<file path="src/rtl/arbPkg.sv">
package arbPkg;
  localparam int CH_NUM  = 8;
  localparam int CH_W    = $clog2(CH_NUM);
  localparam int LOW_NUM = CH_NUM / 2;
  localparam int LOW_W   = $clog2(LOW_NUM);

  typedef enum logic [1:0] {
    ORD_ASC   = 2'b00,
    ORD_INTLV = 2'b01,
    ORD_ROT   = 2'b10
  } orderSel_e;

  typedef struct packed {
    orderSel_e          orderSel;
    logic [LOW_W-1:0]   rotStart;
  } ctrlStrobe_t;
endpackage

</file>
<file path="src/rtl/arbCtrl.sv">
module arbCtrl
  import arbPkg::*;
(
  input  logic              clk,
  input  logic              rstN,
  input  logic [1:0]        prioMode,
  input  logic              endStb,
  input  logic [CH_W-1:0]   endChan,
  output ctrlStrobe_t       strb
);
  logic [1:0]       modeQ;
  logic [LOW_W-1:0] rotQ;
  logic             modeChg;
  logic             rotMode;
  logic             lowEnd;

  assign modeChg = (prioMode != modeQ);
  assign rotMode = (prioMode == 2'b10);
  assign lowEnd  = endStb && (int'(endChan) < LOW_NUM);

  always_ff @(posedge clk or negedge rstN) begin
    if (!rstN) begin
      modeQ <= 2'b00;
      rotQ  <= '0;
    end else begin
      modeQ <= prioMode;
      if (modeChg)
        rotQ <= '0;
      else if (rotMode && lowEnd)
        rotQ <= endChan[LOW_W-1:0] + LOW_W'(1);
    end
  end

  always_comb begin
    case (prioMode)
      2'b01:   strb.orderSel = ORD_INTLV;
      2'b10:   strb.orderSel = ORD_ROT;
      default: strb.orderSel = ORD_ASC;
    endcase
    strb.rotStart = modeChg ? '0 : rotQ;
  end
endmodule

</file>
<file path="src/rtl/arbPick.sv">
module arbPick
  import arbPkg::*;
(
  input  ctrlStrobe_t        strb,
  input  logic [CH_NUM-1:0]  reqVec,
  output logic               gntValid,
  output logic [CH_W-1:0]    gntChan
);
  logic [LOW_W-1:0] rotOff [LOW_NUM];
  logic [CH_W-1:0]  slot   [CH_NUM];

  for (genvar g = 0; g < LOW_NUM; g++) begin : g_rot
    assign rotOff[g] = strb.rotStart + LOW_W'(g);
  end

  always_comb begin
    for (int p = 0; p < CH_NUM; p++) begin
      case (strb.orderSel)
        ORD_INTLV: slot[p] = (p % 2 == 1) ? CH_W'(LOW_NUM + p / 2) : CH_W'(p / 2);
        ORD_ROT:   slot[p] = (p < LOW_NUM) ? CH_W'(rotOff[p % LOW_NUM]) : CH_W'(p);
        default:   slot[p] = CH_W'(p);
      endcase
    end
  end

  always_comb begin
    gntValid = 1'b0;
    gntChan  = '0;
    for (int p = CH_NUM - 1; p >= 0; p--) begin
      if (reqVec[slot[p]]) begin
        gntValid = 1'b1;
        gntChan  = slot[p];
      end
    end
  end
endmodule

</file>
<file path="src/rtl/arbTop.sv">
module arbTop
  import arbPkg::*;
(
  input  logic              clk,
  input  logic              rstN,
  input  logic [CH_NUM-1:0] reqVec,
  input  logic [1:0]        prioMode,
  input  logic              endStb,
  input  logic [CH_W-1:0]   endChan,
  output logic              gntValid,
  output logic [CH_W-1:0]   gntChan
);
  ctrlStrobe_t strb;

  arbCtrl uCtrl (
    .clk      (clk),
    .rstN     (rstN),
    .prioMode (prioMode),
    .endStb   (endStb),
    .endChan  (endChan),
    .strb     (strb)
  );

  arbPick uPick (
    .strb     (strb),
    .reqVec   (reqVec),
    .gntValid (gntValid),
    .gntChan  (gntChan)
  );
endmodule

</file>
<file path="config.mk">
export PLATFORM = sky130hd
export DESIGN_NAME = arbTop
export DESIGN_NICKNAME = d
export VERILOG_FILES = /design/src/rtl/arbPkg.sv /design/src/rtl/arbCtrl.sv /design/src/rtl/arbPick.sv /design/src/rtl/arbTop.sv
export SDC_FILE = /design/constraint.sdc
export NUM_CORES = 1
export LEC_CHECK = 0
export ABC_AREA = 1
export CAP_MARGIN = 40
export CORE_ASPECT_RATIO = 0.7
export CORE_UTILIZATION = 45
export DETAILED_ROUTE_END_ITERATION = 16
export HOLD_SLACK_MARGIN = 0.06
export PLACE_DENSITY = 0.81
export SYNTH_ARGS = -nofsm -noshare
export SYNTH_HDL_FRONTEND = slang
export SYNTH_SLANG_ARGS = --single-unit
</file>
<file path="constraint.sdc">
create_clock -name clk -period 3.4 [get_ports clk]
set_clock_uncertainty 0.1 [all_clocks]
set_input_delay 0.85 -clock clk [delete_from_list [all_inputs] [get_ports clk]]
set_output_delay 0.85 -clock clk [all_outputs]
set_load 0.05 [all_outputs]
</file>
==> results of run 1 <==
==> timing repair <==
| item | 4_1_cts |
|---|---|
| pin swaps | 18 |
| buffers inserted | 7 |
| setup endpoints to repair | 4 |
| resized for setup | 52 |
| endpoints found under the hold margin | 0 |
==> metrics by stage <==
step,instances,setup TNS [ns],util,setup WS (ns)
2_1_floorplan,155,0,-,0.03279
3_3_place_gp,224,-1.819,0.7928,-0.4924
3_5_place_dp,224,-2.160,0.7928,-0.5880
4_1_cts,233,0,0.9084,-0.0000006661
==> cells by family after synthesis <==
family | after synthesis | share of synthesized area
AND/OR/NAND/NOR | 106 | 0.5941
buffers and inverters | 24 | 0.1067
flip-flops | 4 | 0.1185
XOR/XNOR | 2 | 0.02074
adder cells (fa/ha/maj) | 4 | 0.05926
AO/OA/AOI/OAI | 15 | 0.1008
==> flow_summary_export.csv, run 1 <==
group,metric,value,unit
synthesis,synth_seq_cells,4,
clock_tree,cts_buffers,3,
synthesis,yosys.area.top_type,"nand2_1",
floorplan,die-width,53.78,um
synthesis,syn_area,844.6,um^2
timing,worst_endpoint_kind,"output port",
synthesis,asyncSetResetFlopFracSynth,1.000,
global_route,grt_max_degree,8,
status,outcome,"stopped before the end",
synthesis,syn_nets,175,
status,error,"[ERROR DPL-0038] Utilization greater than 100%, impossible to legalize",
synthesis,synthesis.instances,155,
synthesis,synth_ff_type,"dfrtp_1",
floorplan,placement_rows,12,
place,numPortBuffers,19,
place,gp_congestion,0.9511,
synthesis,synth_enable_flop_cells,0,
clock_tree,clockRootBuffer,"clkbuf_4",
clock_tree,ctsHoldBuffers,0,
synthesis,number_of_warning_messages_in_the_yosys_log,0,
timing,post_grt_worst_ep,"gntChan[1]",
clock_tree,cts_buffer_depth,2,
place,dpl_cell_area,1321,um^2
place,hpwl,2525,um
synthesis,seq_area_frac_synth,0.1185,
synthesis,synth_cell_types,25,
status,stop_stage,"global routing",
clock_tree,htree_num_levels,1,
floorplan,ios,20,
synthesis,synth_top_cells_by_count,"58 x nand2_1, 22 x nand3_1, 20 x inv_1, 8 x nor2_1, 6 x o21ai_0",
synthesis,synth_largest_type_area_fraction,0.2578,
synthesis,post_synth_main_area_contributors,"nand2_1 26%, nand3_1 13%, dfrtp_1 12%",
clock_tree,numClockSinks,4,
synthesis,postSynthAreaPerCell,5.449,um^2
floorplan,dieHeight,38.25,um
synthesis,synthMostInstantiatedCell,"nand2_1",
floorplan,start_util,0.5068,
==> run 2: changes to the inputs <==
CORE_AREA = 2 2 63 65   (was not set)
CORE_ASPECT_RATIO = not set   (was 0.7)
CORE_UTILIZATION = not set   (was 45)
DIE_AREA = 0 0 65 67   (was not set)
HOLD_SLACK_MARGIN = not set   (was 0.06)
PLACE_DENSITY = not set   (was 0.81)
PLACE_DENSITY_LB_ADDON = 0.15   (was not set)
==> run 2 against run 1 <==
The run now ends clean; area after synthesis stayed put; synthesized cell count unchanged.
==> flow_summary_export.csv, run 2 <==
group,metric,value,unit
drt,drtAntennaViolNets,0,
synthesis,synth_enable_flop_cells,0,
drt,detailed_route_vias_per_instance,4.464,
synthesis,synth_seq_cells,4,
power,total_power,0.3612,mW
setup_path,critical_path_arrival,2.44,ns
floorplan,die-width,65,um
power,clkPwrFrac,0.281,
place,place_inst,253,
hold_path,min-delay-start,"uCtrl.rotQ[1]",
drt,detail_route.drc_violations,0,
global_route,number_of_antenna_violations_at_the_first_check_in_global_routing,0,
synthesis,postSynthAreaPerCell,5.449,um^2
power,power.sequential.fraction,0.142,
timing,maxSlewViolCount,0,
clock_tree,cts_tree,"done",
setup_path,source_of_the_critical_timing_path,"prioMode[0]",
final_layout,post_route_cells_drive_above_1_share,0.4460,
setup_path,timing.rr.start,"uCtrl.modeQ[1]",
final_layout,synthToLayoutAreaGrowth,90.07,%
synthesis,synthMostInstantiatedCell,"nand2_1",
timing,max-slew-margin-rel,0.8564,
power,cellInternalPower,0.2255,mW
global_route,grt_max_degree,8,
global_route,first_global_vias,1173,
clock_tree,numClockSinks,4,
drt,route.final.wire_length,2749,um
synthesis,post_synth_main_area_contributors,"nand2_1 26%, nand3_1 13%, dfrtp_1 12%",
timing,report.final.hold_viol_count,0,
global_route,wire_length_of_the_first_global_routing_pass,4850,um
drt,num_vias,1165,
place,hpwl,2291,um
floorplan,start_util,0.2342,
clock_tree,clk-insertion-delay-late,0.22,ns
flow_run,timing.max_cap.violations,0,
final_layout,layout_commonest_cell,"nand2_1",
timing,final.setup.worst_slack,0.009171,ns
floorplan,ios,20,
power,leakagePower,0.8439,nW
clock_tree,cts_buffer_depth,2,
setup_path,cp_cell_sequence,"buf_8, buf_6, nand2_4, nand2_4, nor2_4, nand4_1, nand2_2, nand2_4, inv_4, nand3_2, nand3_2, nand2_4, buf_4, nor2_4, nand2_2, buf_12",
setup_path,worst_path_most_repeated_cell,"nand2_4",
final_layout,finish.instance_area,1605,um^2
clock_tree,clk_pin_slew_worst_paths,0.03,ns
floorplan,placement_rows,22,
final_layout,nets,235,
drt,drt-wirelength-per-cell,10.53,um
timing,grt_setup_unrepaired,"true",
final_layout,most-common-layout-cells,"43 x nand2_1, 35 x buf_4, 18 x inv_1, 18 x nand3_1, 17 x nand2_2",
synthesis,synthesis.instances,155,
place,numPortBuffers,19,
final_layout,layout_top_registers,"uCtrl.modeQ: 2 flops, uCtrl.rotQ: 2 flops",
clock_tree,cts_buffers,3,
setup_path,cp_required,2.45,ns
hold_path,min-delay-path-class,"flop to flop",
power,p_per_area,225.0,nW/um^2
floorplan,core_region_area,3606,um^2
synthesis,synth_ff_type,"dfrtp_1",
floorplan,die-area,4355,um^2
synthesis,number_of_warning_messages_in_the_yosys_log,0,
timing,setup_viol_count_final,0,
drt,first_iter_violations,68,
synthesis,synth_top_cells_by_count,"58 x nand2_1, 22 x nand3_1, 20 x inv_1, 8 x nor2_1, 6 x o21ai_0",
drt,dr.pass1.iters,4,
synthesis,yosys.area.top_type,"nand2_1",
place,dpl_cell_area,1370,um^2
global_route,grt_overflow,0,
place,gp_congestion,0.7760,
timing,layout_worst_path_cycle_share,0.9973,
setup_path,critical_path.max_stage_delay,0.16,ns
timing,worst_hold_slack,0.4669,ns
synthesis,synth_cell_types,25,
clock_tree,htree_num_levels,1,
setup_path,cp-start-kind,"primary input",
final_layout,diodes,0,
global_route,global_route_usage_over_all_layers,0.1410,
clock_tree,clockRootBuffer,"clkbuf_8",
synthesis,synth_largest_type_area_fraction,0.2578,
power,switching_share,0.3755,
setup_path,worstSetupEndpointType,"primary output",
power,total_switching_power,0.1356,mW
status,outcome,"finished, final reports clean",
power,irDropWorstVdd,0.1918,mV
timing,period_minus_slack,3.391,ns
synthesis,seq_area_frac_synth,0.1185,
power,combPwrFrac,0.577,
setup_path,crit_path_max_fanout,6,
floorplan,dieHeight,67,um
final_layout,post_layout_nonfiller_instances,261,
final_layout,fillers,401,
setup_path,worstSetupPathType,"primary input to primary output",
timing,worst_pin_slew,0.2132,ns
synthesis,syn_area,844.6,um^2
place,placement.setup.worst_slack,-0.6134,ns
synthesis,asyncSetResetFlopFracSynth,1.000,
timing,max_freq,294.9,MHz
setup_path,critical-path-slowest-cell,"nand2_2",
synthesis,syn_nets,175,
## run 2: timing repair
| item | 4_1_cts | 5_1_grt |
|---|---|---|
| hold buffers | 0 | 0 |
| pin swaps | 23 | 17 |
| buffers inserted | 3 | 3 |
| gates resized for setup | 35 | 21 |
| gates cloned | 0 | 0 |
| setup endpoints to repair | 4 | 4 |
| endpoints found under the hold margin | 0 | 0 |
## run 2: layer usage
layer  GRT usage  routed length, um  vias to the layer above
met3    0.006757                 75                        4
li1            -                  -                      618
met5           0                  0                        -
met1      0.1603               1150                      524
met4     0.05585                 36                        0
met2      0.2732               1487                       19
## run 2: path summary, 6_finish.rpt
kind / to / slack [ns] / cells after the start
setup reg to reg: uCtrl.rotQ[1] / 2.14 / 8
hold / removal: uCtrl.rotQ[1] / 0.47 / 2
setup / recovery: gntValid / 0.009 / 16
max in group asynchronous: uCtrl.modeQ[0] / 2.29 / 1
hold reg to reg: uCtrl.rotQ[1] / 0.47 / 2
min in group asynchronous: uCtrl.rotQ[1] / 0.74 / 1
## run 2: metrics by stage
step           setup TNS, ns    util
2_1_floorplan              0       -
3_3_place_gp          -2.069  0.3799
3_5_place_dp          -2.236  0.3799
4_1_cts                    0  0.4202
5_1_grt              -0.5299  0.4452
6_report                   0  0.4452
## run 2: layout make-up
type	instances	area [um^2]	share of cell area
Multi-Input combinational cell	127	798.3	0.4973
Clock buffer	3	41.29	0.02572
Tap cell	48	60.06	0.03741
Timing Repair Buffer	55	510.5	0.3180
Inverter	24	95.09	0.05924
Sequential cell	4	100.1	0.06235
## run 2: power groups by stage
stage | clock network, mW | logic (mW) | registers, mW
2_1_floorplan | 0 | 0.0934 | 0.0512
3_3_place_gp | 0 | 0.178 | 0.0514
3_5_place_dp | 0 | 0.179 | 0.0514
4_1_cts | 0.105 | 0.193 | 0.0511
5_1_grt | 0.108 | 0.229 | 0.0512
6_report | 0.101 | 0.209 | 0.0511
## run 2: cells by family (layout without fill, tap and decap cells)
| kind of cell | after synthesis | count (layout) | synth area share |
|---|---|---|---|
| flops | 4 | 4 | 0.1185 |
| buf+inv | 24 | 82 | 0.1067 |
| simple gates | 106 | 106 | 0.5941 |
| fa+ha+maj | 4 | 4 | 0.05926 |
| xor+xnor | 2 | 2 | 0.02074 |
| compound gates | 15 | 15 | 0.1008 |
## run 2: critical path: cells and delay by family
kind,cells,cell delay (ns)
simple gates,11,1.00
buf+inv,5,0.58
Note: power is estimated with default switching activity, not from simulation.
